[src/rtl/fmd_pkg.sv]
package fmd_pkg;

    // Default sample width of the discriminator inputs.
    localparam int unsigned FMD_DEF_IN_W = 12;

    // Exact width of I*dQ - Q*dI for w-bit samples and (w+1)-bit differences.
    function automatic int unsigned fmd_full_w(input int unsigned w);
        return 2 * w + 2;
    endfunction

endpackage

[src/rtl/fmd_diff_stage.sv]
module fmd_diff_stage #(
    parameter int unsigned W = 12
) (
    input  logic         clk,
    input  logic         rst_n,
    input  logic         in_vld,
    input  logic [W-1:0] in_i,
    input  logic [W-1:0] in_q,
    output logic         vld_o,
    output logic [W-1:0] samp_i,
    output logic [W-1:0] samp_q,
    output logic [W:0]   dlt_i,
    output logic [W:0]   dlt_q
);
    localparam int unsigned DW = W + 1;

    typedef struct packed {
        logic          vld;
        logic [W-1:0]  s_i;
        logic [W-1:0]  s_q;
        logic [DW-1:0] d_i;
        logic [DW-1:0] d_q;
    } dstg_t;

    dstg_t st_d, st_q;

    // The stored sample doubles as the history for the next difference.
    always_comb begin
        st_d     = st_q;
        st_d.vld = in_vld;
        if (in_vld) begin
            st_d.s_i = in_i;
            st_d.s_q = in_q;
            st_d.d_i = $signed({in_i[W-1], in_i}) - $signed({st_q.s_i[W-1], st_q.s_i});
            st_d.d_q = $signed({in_q[W-1], in_q}) - $signed({st_q.s_q[W-1], st_q.s_q});
        end
    end

    always_ff @(posedge clk or negedge rst_n) begin
        if (!rst_n) st_q <= '0;
        else        st_q <= st_d;
    end

    assign vld_o  = st_q.vld;
    assign samp_i = st_q.s_i;
    assign samp_q = st_q.s_q;
    assign dlt_i  = st_q.d_i;
    assign dlt_q  = st_q.d_q;

    // history is frozen across idle cycles
    p_hist_hold_r2: assert property (@(posedge clk) disable iff (!rst_n)
        !in_vld |=> ($stable(st_q.s_i) && $stable(st_q.s_q)));

    // an accepted sample is what is stored
    p_hist_load_r2: assert property (@(posedge clk) disable iff (!rst_n)
        in_vld |=> (st_q.s_i == $past(in_i) && st_q.s_q == $past(in_q)));

endmodule

[src/rtl/fmd_xprod_stage.sv]
module fmd_xprod_stage #(
    parameter int unsigned W     = 12,
    parameter int unsigned SHIFT = 0,
    localparam int unsigned FW   = fmd_pkg::fmd_full_w(W),
    localparam int unsigned OW   = FW - SHIFT
) (
    input  logic          clk,
    input  logic          rst_n,
    input  logic          vld_i,
    input  logic [W-1:0]  s_i,
    input  logic [W-1:0]  s_q,
    input  logic [W:0]    d_i,
    input  logic [W:0]    d_q,
    output logic          vld_o,
    output logic [OW-1:0] z_o
);
    typedef struct packed {
        logic          vld;
        logic [OW-1:0] z;
    } xstg_t;

    xstg_t st_d, st_q;

    logic signed [FW-1:0] si_x, sq_x, di_x, dq_x, full_v, shr_v;

    always_comb begin
        si_x   = FW'($signed(s_i));
        sq_x   = FW'($signed(s_q));
        di_x   = FW'($signed(d_i));
        dq_x   = FW'($signed(d_q));
        full_v = si_x * dq_x - sq_x * di_x;
        shr_v  = full_v >>> SHIFT;
        st_d     = st_q;
        st_d.vld = vld_i;
        if (vld_i) st_d.z = shr_v[OW-1:0];
    end

    always_ff @(posedge clk or negedge rst_n) begin
        if (!rst_n) st_q <= '0;
        else        st_q <= st_d;
    end

    assign vld_o = st_q.vld;
    assign z_o   = st_q.z;

    // no change between samples means no output
    p_static_zero_r3: assert property (@(posedge clk) disable iff (!rst_n)
        (vld_i && d_i == '0 && d_q == '0) |=> (z_o == '0));

    // output data is held while no result is presented
    p_hold_idle_r6: assert property (@(posedge clk) disable iff (!rst_n)
        !vld_i |=> $stable(z_o));

endmodule

[src/rtl/fm_slope_demod.sv]
module fm_slope_demod #(
    parameter int unsigned IN_W   = fmd_pkg::FMD_DEF_IN_W,
    parameter int unsigned SHIFT  = 0,
    localparam int unsigned OUT_W = fmd_pkg::fmd_full_w(IN_W) - SHIFT
) (
    input  logic             clk,
    input  logic             rst_n,
    input  logic             in_vld,
    input  logic [IN_W-1:0]  in_i,
    input  logic [IN_W-1:0]  in_q,
    output logic             out_vld,
    output logic [OUT_W-1:0] out_z
);
    logic            s1_vld;
    logic [IN_W-1:0] s1_i, s1_q;
    logic [IN_W:0]   s1_di, s1_dq;

    fmd_diff_stage #(.W(IN_W)) u_diff (
        .clk    (clk),
        .rst_n  (rst_n),
        .in_vld (in_vld),
        .in_i   (in_i),
        .in_q   (in_q),
        .vld_o  (s1_vld),
        .samp_i (s1_i),
        .samp_q (s1_q),
        .dlt_i  (s1_di),
        .dlt_q  (s1_dq)
    );

    fmd_xprod_stage #(.W(IN_W), .SHIFT(SHIFT)) u_xprod (
        .clk   (clk),
        .rst_n (rst_n),
        .vld_i (s1_vld),
        .s_i   (s1_i),
        .s_q   (s1_q),
        .d_i   (s1_di),
        .d_q   (s1_dq),
        .vld_o (out_vld),
        .z_o   (out_z)
    );

    // every accepted sample yields a result two cycles later
    p_latency_r5: assert property (@(posedge clk) disable iff (!rst_n)
        in_vld |-> ##2 out_vld);

    // no result without an accepted sample
    p_no_spurious_r5: assert property (@(posedge clk) disable iff (!rst_n)
        !in_vld |-> ##2 !out_vld);

endmodule

[config.mk]
export PLATFORM = sky130hd
export DESIGN_NAME = fm_slope_demod
export DESIGN_NICKNAME = d
export VERILOG_FILES = /design/src/rtl/fmd_pkg.sv /design/src/rtl/fmd_diff_stage.sv /design/src/rtl/fmd_xprod_stage.sv /design/src/rtl/fm_slope_demod.sv
export SDC_FILE = /design/constraint.sdc
export NUM_CORES = 1
export LEC_CHECK = 0
export BUFFER_PORTS_ARGS = -buffer_cell sky130_fd_sc_hd__buf_2
export CAP_MARGIN = 20
export CORE_ASPECT_RATIO = 1.5
export CORE_MARGIN = 10
export CORE_UTILIZATION = 35
export CTS_CLUSTER_SIZE = 40
export DETAILED_ROUTE_END_ITERATION = 7
export PLACE_DENSITY = 0.61
export SYNTH_ARGS = -nofsm -noshare
export SYNTH_HDL_FRONTEND = slang
export SYNTH_SLANG_ARGS = --single-unit
[constraint.sdc]
create_clock -name clk -period 13.8 [get_ports clk]
set_input_delay 2.07 -clock clk [delete_from_list [all_inputs] [get_ports clk]]
set_output_delay 2.07 -clock clk [all_outputs]
set_load 0.05 [all_outputs]
==> metrics.md, run 1 <==
| Metric | Value |
|---|---|
| RSZ-0062 raised after global routing | `false` |
| Clk root buf | `clkbuf_16` |
| Critical path's largest stage delay | `0.74 ns` |
| Final hold viol count | `0` |
| Area growth from synthesis to layout | `6.665%` |
| CTS tree | `built` |
| Initial antenna violation count | `1` |
| Synth Area in Adders | `47.87%` |
| Crit. End Element | `register` |
| Vias | `12235` |
| Max Buffers Root-to-Sink | `2` |
| Post-synthesis xor/xnor area fraction | `4.285%` |
| Largest family of logic cells by synthesized area | `adder cells` |
| Total gr overflow | `0` |
| Run status | `finished clean` |
| GPL Wtd Cong | `0.9244` |
| Startpoint Class | `register` |
| Setup Total Neg Slack | `0 ns` |
| Fmax | `0.1333 GHz` |
| Actual slew at the worst max-slew pin | `0.7774 ns` |
| Resize count post-CTS | `0` |
| Row count | `97` |
| Largest net degree at the start of global routing | `75` |
| DIE AREA | `0.05658 sq mm` |
| Post-CTS Hold Buffers | `0` |
| Initial Utilization | `35.43%` |
| Min Clock Period, post-route | `7.503 ns` |
| ANT nets after route | `0` |
| WS Path Type | `register to register` |
| Worst Skew | `0.01183 ns` |
| Worst-skew pair later-pin latency | `0.38 ns` |
| Share of post-route cells with drive strength above 1 | `6.667%` |
| Final #Nets | `2336` |
| Synth cell types | `64` |
| Post-synthesis sequential area ratio | `11.79%` |
| Most frequent CP cell | `fa_1` |
| Max cap viols | `0` |
| Most frequent cells in the layout | `inv_1, fa_1, nand2_1` |
| DR vias/cell | `4.984` |
| H-Tree Depth | `3` |
| FF+latch count, synth | `78` |
| Period utilization | `54.37%` |
| Final core utilization | `37.80%` |
| Residual DRC count | `0` |
| Final max-slew violation count | `0` |
| CP required | `14.06 ns` |
| Post-synth ARST share | `100.0%` |
| DRT iter0 DRCs | `578` |
| Slowest library cell on the worst path | `dfrtp_1` |
| Post-Syn Nets | `2332` |
| CORE AREA | `0.04673 sq mm` |
| Die height | `286.4 microns` |
| Final wirelength | `44360 microns` |
| Top_reg_cell synth | `dfrtp_1` |
| DP HPWL | `38090 microns` |
| EDFF count, synth | `0` |
| Cells after Synth | `1851` |
| Clock Sinks | `78` |
| Headroom to the max-slew limit | `48.17%` |
| Synth Cell Area | `0.01656 sq mm` |
| Mean post-synth cell area | `8.945 sq um` |
| Post-CTS Setup Bufs | `0` |
| Compound-Gate Fraction of Synth Area | `8.668%` |
| Cell family with most CP delay | `adder cells` |
| Number of global-route vias before repair | `13603` |
| WL per Instance | `18.07 microns` |
| Die span in x | `197.6 microns` |
| Yosys warnings | `0` |
| Commonest non-fill, non-tap cell in the layout | `inv_1` |
| Final setup viols | `0` |
| Worst-path maximum fanout | `13` |
| First drt pass iteration count | `5` |
| CTS buffer count | `9` |
| All-Layer GR Usage | `16.23%` |
| Clk slew on worst S/H paths | `0.07 ns` |
| Post-Synth Simple-Gate Area | `14.81%` |
| Io pins | `54` |
| CP arrival | `7.76 ns` |
| First-pass GRT wire length | `71670 microns` |
| Min-delay worst type | `register to register` |
| IO buf count | `53` |
| Bufs and invs on worst path | `3` |
| Mux cell area share after synthesis | `1.904%` |
## metrics by stage
step	setup slack (ns)	area [sq um]	std cells	hold WS, ns
final	6.297	17660	2455	0.4929
after global routing	5.774	17660	2455	0.5188
after CTS	6.291	17660	2454	0.5039
after detailed placement	6.339	17360	2438	0.4894
after global placement	6.329	17360	2438	0.4714
after floorplan	7.110	16560	1851	0.3519
## synth_stat cells, types with 7 or more instances
cell	number	area share [%]
a21o_1	16	0.73
a21oi_1	67	2.0
a31oi_1	7	0.26
and2_1	112	4.2
and3_1	10	0.38
clkbuf_1	62	1.4
dfrtp_1	78	12
fa_1	299	36
ha_1	155	12
inv_1	407	9.2
mux2_2	28	1.9
nand2_1	247	5.6
nand2b_1	12	0.45
nand3_1	18	0.54
nor2_1	57	1.3
nor2b_1	9	0.34
nor3_1	19	0.57
o21ai_0	56	1.7
o31ai_1	7	0.32
or3_1	11	0.42
xnor2_1	60	3.2
xor2_1	21	1.1
## state kept, by name (all words and copies together) (netlist names)
name           flops
u_diff.vld_o       1
u_xprod.vld_o      1
u_xprod.z_o       26
u_diff.samp_q     12
u_diff.dlt_i      13
u_diff.samp_i     12
u_diff.dlt_q      13
## cell families after synthesis
family	Yosys count
AND/OR/NAND/NOR	517
buffers and inverters	471
adder cells (fa/ha/maj)	454
AO/OA/AOI/OAI	222
XOR/XNOR	81
flip-flops	78
multiplexers	28
## per-layer routing
metal	share of wire, %	GRT usage, %
met2	55	31.30
met5	0	0
met1	38	17.07
met4	4.4	7.766
met3	2.9	1.664
## final timing paths
| path | end | slack [ns] | cells after the start | startpoint |
|---|---|---|---|---|
| max in group asynchronous | u_diff.dlt_q[4] | 11.13 | 2 | rst_n |
| setup reg to reg | u_xprod.z_o[23] | 6.30 | 26 | u_diff.dlt_q[4] |
| hold / removal | u_xprod.z_o[4] | 0.49 | 1 | u_xprod.z_o[4] |
| hold reg to reg | u_xprod.z_o[4] | 0.49 | 1 | u_xprod.z_o[4] |
| min in group asynchronous | u_xprod.z_o[14] | 1.59 | 1 | rst_n |
| setup / recovery | u_xprod.z_o[23] | 6.30 | 26 | u_diff.dlt_q[4] |
## area by class of cell
| cell class | instances | area, sq um |
|---|---|---|
| flip-flops and latches | 78 | 1952 |
| well taps | 594 | 743.2 |
| fillers | 4674 | 29070 |
| repair buffers | 57 | 297.8 |
| inverters | 407 | 1528 |
| multi-input cells | 1302 | 12840 |
| diodes | 1 | 2.502 |
| clock inverters | 7 | 75.07 |
| clock buffers | 9 | 225.2 |
Power of run 1 is not shown: default switching activity piles up to over one toggle a cycle in this logic, so the estimate is an artifact.
==> inputs of run 2 (changes only) <==
--- a/config.mk
+++ b/config.mk
@@ -12,7 +12,7 @@
 export CORE_UTILIZATION = 35
 export CTS_CLUSTER_SIZE = 40
 export DETAILED_ROUTE_END_ITERATION = 7
-export PLACE_DENSITY = 0.61
+export PLACE_DENSITY = 0.63
 export SYNTH_ARGS = -nofsm -noshare
 export SYNTH_HDL_FRONTEND = slang
 export SYNTH_SLANG_ARGS = --single-unit
==> constraint.sdc (replaced) <==
create_clock -name clk -period 6.4 [get_ports clk]
set_input_delay 0.96 -clock clk [delete_from_list [all_inputs] [get_ports clk]]
set_output_delay 0.96 -clock clk [all_outputs]
set_load 0.05 [all_outputs]
==> metrics.md, run 2 (same netlist as run 1, synthesis figures left out) <==
| Metric | Value |
|---|---|
| WL per Instance | `17.64 microns (-2.4%)` |
| Final wirelength | `48020 microns (+8.3%)` |
| Final setup viols | `7 (+7)` |
| Vias | `13338 (+9.0%)` |
| GPL Wtd Cong | `0.9511 (+2.9%)` |
| Bufs and invs on worst path | `3 (unchanged)` |
| Design Area, Final | `0.02049 sq mm (+16%)` |
| Cell family with most CP delay | `adder cells` |
| Final max-slew violation count | `0 (unchanged)` |
| Initial Utilization | `35.43% (unchanged)` |
| Min Clock Period, post-route | `6.716 ns (-0.7868 ns)` |
| Actual slew at the worst max-slew pin | `1.036 ns (+0.2591 ns)` |
| Io pins | `54 (unchanged)` |
| Largest net degree at the start of global routing | `75 (unchanged)` |
| Worst Skew | `0.01557 ns (+0.003736 ns)` |
| Share of post-route cells with drive strength above 1 | `24.00% (+17 points)` |
| WS Path Type | `register to register` |
| DP HPWL | `41720 microns (+9.5%)` |
| DR vias/cell | `4.898 (-1.7%)` |
| Worst-skew pair later-pin latency | `0.38 ns (about the same)` |
| Initial antenna violation count | `1 (unchanged)` |
| DIE AREA | `0.05658 sq mm (unchanged)` |
| Commonest non-fill, non-tap cell in the layout | `inv_1` |
| Post-CTS Hold Buffers | `0 (unchanged)` |
| Clk slew on worst S/H paths | `0.08 ns (about the same)` |
| Startpoint Class | `register` |
| Setup Total Neg Slack | `-1.010 ns (-1.010 ns)` |
| Clk root buf | `clkbuf_16` |
| Area growth from synthesis to layout | `23.78%` |
| Die height | `286.4 microns (unchanged)` |
| All-Layer GR Usage | `17.56% (+1.3 points)` |
| CORE AREA | `0.04673 sq mm (unchanged)` |
| Period utilization | `104.9% (+51 points)` |
| First-pass GRT wire length | `77500 microns (+8.1%)` |
| Slowest library cell on the worst path | `fa_1` |
| CP required | `6.67 ns (-7.39 ns)` |
| Number of global-route vias before repair | `15040 (+11%)` |
| Die span in x | `197.6 microns (unchanged)` |
| IO buf count | `53 (unchanged)` |
| CP arrival | `6.98 ns (-0.78 ns)` |
| Worst-path maximum fanout | `4 (-9)` |
| DP Area | `0.01921 sq mm (+11%)` |
| Total gr overflow | `0 (unchanged)` |
| Max cap viols | `0 (unchanged)` |
| H-Tree Depth | `3 (unchanged)` |
| Crit. End Element | `register` |
| RSZ-0062 raised after global routing | `true` |
| Max reg flops | `26 (unchanged)` |
| Flop2flop setup slack | `-0.32 ns (-6.61 ns)` |
| Fmax | `0.1489 GHz (+12%)` |
| ANT nets after route | `0 (unchanged)` |
| Clock Sinks | `78 (unchanged)` |
| CTS tree | `built` |
| Row count | `97 (unchanged)` |
| CTS buffer count | `9 (unchanged)` |
| Max Buffers Root-to-Sink | `2 (unchanged)` |
| First drt pass iteration count | `5 (unchanged)` |
| Most frequent CP cell | `fa_1` |
| Final setup margin | `-0.3158 ns (-6.613 ns)` |
| Headroom to the max-slew limit | `30.90% (-17 points)` |
| Pre-CTS WS | `-0.5051 ns (-6.844 ns)` |
| Critical path's largest stage delay | `0.59 ns (-0.15 ns)` |
| Final hold slack | `0.4921 ns (-0.0008040 ns)` |
| Residual DRC count | `0 (unchanged)` |
| Run status | `complete, but fails checks` |
| Most frequent cells in the layout | `inv_1, fa_1, buf_4` |
| # diodes | `0 (-1)` |
| Failing checks | `setup timing` |
| DRT iter0 DRCs | `566 (-2.1%)` |
| Final #Nets | `2605 (+12%)` |
| Final hold viol count | `0 (unchanged)` |
| Min-delay worst type | `input port to asynchronous set/reset pin` |
[run 2: repair_timing]
action,CTS,global route
setup buffers,21,19
resized for setup,92,60
setup endpoints to repair,10,11
pin swaps,51,68
[run 2: routing by layer]
layer | track usage [%] | vias up | part of all wire (%)
met5 | 0 | - | 0
met4 | 9.231 | 0 | 5.3
met3 | 1.488 | 116 | 2.0
met2 | 34.96 | 224 | 57
met1 | 17.44 | 6751 | 36
li1 | - | 6247 | -
[run 2: final timing paths]
path                       cells past startpoint             from               to
setup / recovery                              25  u_diff.dlt_q[4]  u_xprod.z_o[23]
max in group asynchronous                      2            rst_n  u_diff.dlt_q[8]
setup reg to reg                              25  u_diff.dlt_q[4]  u_xprod.z_o[23]
hold reg to reg                                1   u_xprod.z_o[4]   u_xprod.z_o[4]
hold / removal                                 1            rst_n  u_xprod.z_o[14]
min in group clk                               1   u_xprod.z_o[4]   u_xprod.z_o[4]
[run 2: stage by stage]
| stage | cells | util (%) |
|---|---|---|
| final | 2723 | 43.86 |
| after global routing | 2723 | 43.86 |
| after CTS | 2705 | 42.88 |
| after detailed placement | 2668 | 41.10 |
| after global placement | 2668 | 41.10 |
| after floorplan | 1851 | - |
[run 2: layout make-up]
class | count | area [sq um]
inverter | 407 | 1528
sequential | 78 | 1982
tap | 594 | 743.2
multi-input combinational | 1302 | 13410
clock buffer | 10 | 229.0
timing repair buffer | 326 | 2506
fill | 4450 | 26230
clock inverter | 6 | 93.84
Power of run 2 is left out for the same reason.
==> inputs of run 3 (changes only) <==
--- a/config.mk
+++ b/config.mk
@@ -7,12 +7,14 @@
 export LEC_CHECK = 0
 export BUFFER_PORTS_ARGS = -buffer_cell sky130_fd_sc_hd__buf_2
 export CAP_MARGIN = 20
+export CELL_PAD_IN_SITES_DETAIL_PLACEMENT = 1
+export CELL_PAD_IN_SITES_GLOBAL_PLACEMENT = 1
 export CORE_ASPECT_RATIO = 1.5
 export CORE_MARGIN = 10
 export CORE_UTILIZATION = 35
 export CTS_CLUSTER_SIZE = 40
 export DETAILED_ROUTE_END_ITERATION = 7
-export PLACE_DENSITY = 0.63
+export PLACE_DENSITY = 0.74
 export SYNTH_ARGS = -nofsm -noshare
 export SYNTH_HDL_FRONTEND = slang
 export SYNTH_SLANG_ARGS = --single-unit
==> metrics.md, run 3 (same netlist as run 1, synthesis figures left out) <==
| Metric | Value |
|---|---|
| Actual slew at the worst max-slew pin | `0.7980 ns (-0.2384 ns)` |
| Most frequent cells in the layout | `inv_1, fa_1, buf_4` |
| Min-delay worst type | `input port to asynchronous set/reset pin` |
| Post-CTS Hold Buffers | `0 (unchanged)` |
| DIE AREA | `0.05658 sq mm (unchanged)` |
| Period utilization | `106.3% (+1.3 points)` |
| DRT iter0 DRCs | `471 (-17%)` |
| DP HPWL | `46340 microns (+11%)` |
| Share of post-route cells with drive strength above 1 | `25.41% (+1.4 points)` |
| First drt pass iteration count | `5 (unchanged)` |
| CORE AREA | `0.04673 sq mm (unchanged)` |
| Max reg flops | `26 (unchanged)` |
| Worst Skew | `0.01364 ns (-0.001928 ns)` |
| Worst-path maximum fanout | `5 (+1)` |
| IO buf count | `53 (unchanged)` |
| CP arrival | `7.07 ns (+0.09 ns)` |
| All-Layer GR Usage | `19.99% (+2.4 points)` |
| Die span in x | `197.6 microns (unchanged)` |
| Max cap viols | `0 (unchanged)` |
| CP required | `6.67 ns (about the same)` |
| Die height | `286.4 microns (unchanged)` |
| Worst-skew pair later-pin latency | `0.38 ns (about the same)` |
| Startpoint Class | `register` |
| Fillers | `5387 (+21%)` |
| DP Area | `0.01904 sq mm (-0.87%)` |
| Clock Sinks | `78 (unchanged)` |
| H-Tree Depth | `3 (unchanged)` |
| Fmax | `0.1470 GHz (-1.2%)` |
| ANT nets after route | `0 (unchanged)` |
| Final hold viol count | `0 (unchanged)` |
| RSZ-0062 raised after global routing | `true` |
| Min Clock Period, post-route | `6.801 ns (+0.08492 ns)` |
| Max Buffers Root-to-Sink | `2 (unchanged)` |
| Commonest non-fill, non-tap cell in the layout | `inv_1` |
| Vias | `13808 (+3.5%)` |
| GPL Wtd Cong | `0.9302 (-2.2%)` |
| CTS tree | `built` |
| Initial Utilization | `35.43% (unchanged)` |
| Final hold slack | `0.4911 ns (-0.0009540 ns)` |
| Area growth from synthesis to layout | `24.63%` |
| Io pins | `54 (unchanged)` |
| Design Area, Final | `0.02063 sq mm (+0.68%)` |
| Crit. End Element | `register` |
| CTS buffer count | `9 (unchanged)` |
| WL per Instance | `20.59 microns (+17%)` |
| Pre-CTS WS | `-0.8361 ns (-0.3310 ns)` |
| # diodes | `0 (unchanged)` |
| Area of the multi-input gates | `0.01365 sq mm (+1.8%)` |
| Residual DRC count | `0 (unchanged)` |
| Final wirelength | `55990 microns (+17%)` |
| Initial antenna violation count | `0 (-1)` |
| Final max-slew violation count | `0 (unchanged)` |
| Failing checks | `setup timing` |
| Clk root buf | `clkbuf_16` |
| Headroom to the max-slew limit | `46.80% (+16 points)` |
| Number of global-route vias before repair | `16580 (+10%)` |
| WS Path Type | `register to register` |
| Row count | `97 (unchanged)` |
| Run status | `complete, but fails checks` |
| Reg area | `0.001984 sq mm (+0.13%)` |
| Total gr overflow | `0 (unchanged)` |
| Final setup viols | `9 (+2)` |
| First-pass GRT wire length | `88260 microns (+14%)` |
| Final setup margin | `-0.4007 ns (-0.08492 ns)` |
| Final #Nets | `2602 (-0.12%)` |
| Clk slew on worst S/H paths | `0.07 ns (about the same)` |
| Largest net degree at the start of global routing | `54 (-28%)` |
| DR vias/cell | `5.078 (+3.7%)` |
run 3: cell type report:
class	count	area share [%]
tap	594	3.602
multi-input combinational	1302	66.17
inverter	407	7.416
sequential	78	9.617
clock inverter	6	0.1940
clock buffer	9	1.091
timing repair buffer	323	11.91
run 3: metrics by stage:
step | utilization [%] | setup TNS (ns) | std cells
2_1_floorplan | - | 0 | 1851
5_1_grt | 44.16 | -3.865 | 2719
3_3_place_gp | 40.74 | -4.474 | 2649
3_5_place_dp | 40.74 | -5.415 | 2649
4_1_cts | 43.08 | -1.429 | 2710
6_report | 44.16 | -2.027 | 2719
run 3: timing repair:
action | 4_1_cts | 5_1_grt
resized for setup | 118 | 90
setup buffers | 46 | 15
pin swaps | 54 | 52
endpoints found under the setup margin | 11 | 13
run 3: path summary, 6_finish.rpt:
path	end	start	slack, ns	cells after the start
worst max-delay path	u_xprod.z_o[23]	u_diff.samp_q[6]	-0.40	26
worst min-delay path	u_xprod.z_o[10]	rst_n	0.49	1
worst max register to register	u_xprod.z_o[23]	u_diff.samp_q[6]	-0.40	26
worst min register to register	u_xprod.z_o[4]	u_xprod.z_o[4]	0.49	1
max in group asynchronous	u_diff.samp_q[2]	rst_n	4.70	2
min in group clk	u_xprod.z_o[4]	u_xprod.z_o[4]	0.49	1
run 3: worst max-delay path: stages (launching register included):
cell       delay (ns)
dfrtp_2          0.46
buf_4            0.17
nand2_1          0.07
fa_1             0.57
inv_1            0.07
fa_2             0.58
fa_1             0.44
fa_1             0.54
inv_2            0.04
fa_1             0.51
inv_2            0.05
ha_4             0.29
nand2_4          0.05
or3_1            0.37
o211ai_1         0.20
or3_4            0.21
a31oi_4          0.08
xor2_2           0.17
ha_1             0.34
and3_4           0.20
and2_4           0.18
nand3_4          0.09
a2bb2oi_4        0.18
o31ai_4          0.11
o41ai_4          0.34
xnor2_1          0.11
mux2_4           0.26
run 3: metal layers:
metal	global-route usage, %	vias to the layer above	wire length, microns
met5	0	-	0
met4	9.963	0	3120
met2	40.67	280	32120
met3	1.828	154	1189
li1	-	6222	-
met1	19.23	7152	19560
Power of run 3 is left out for the same reason.
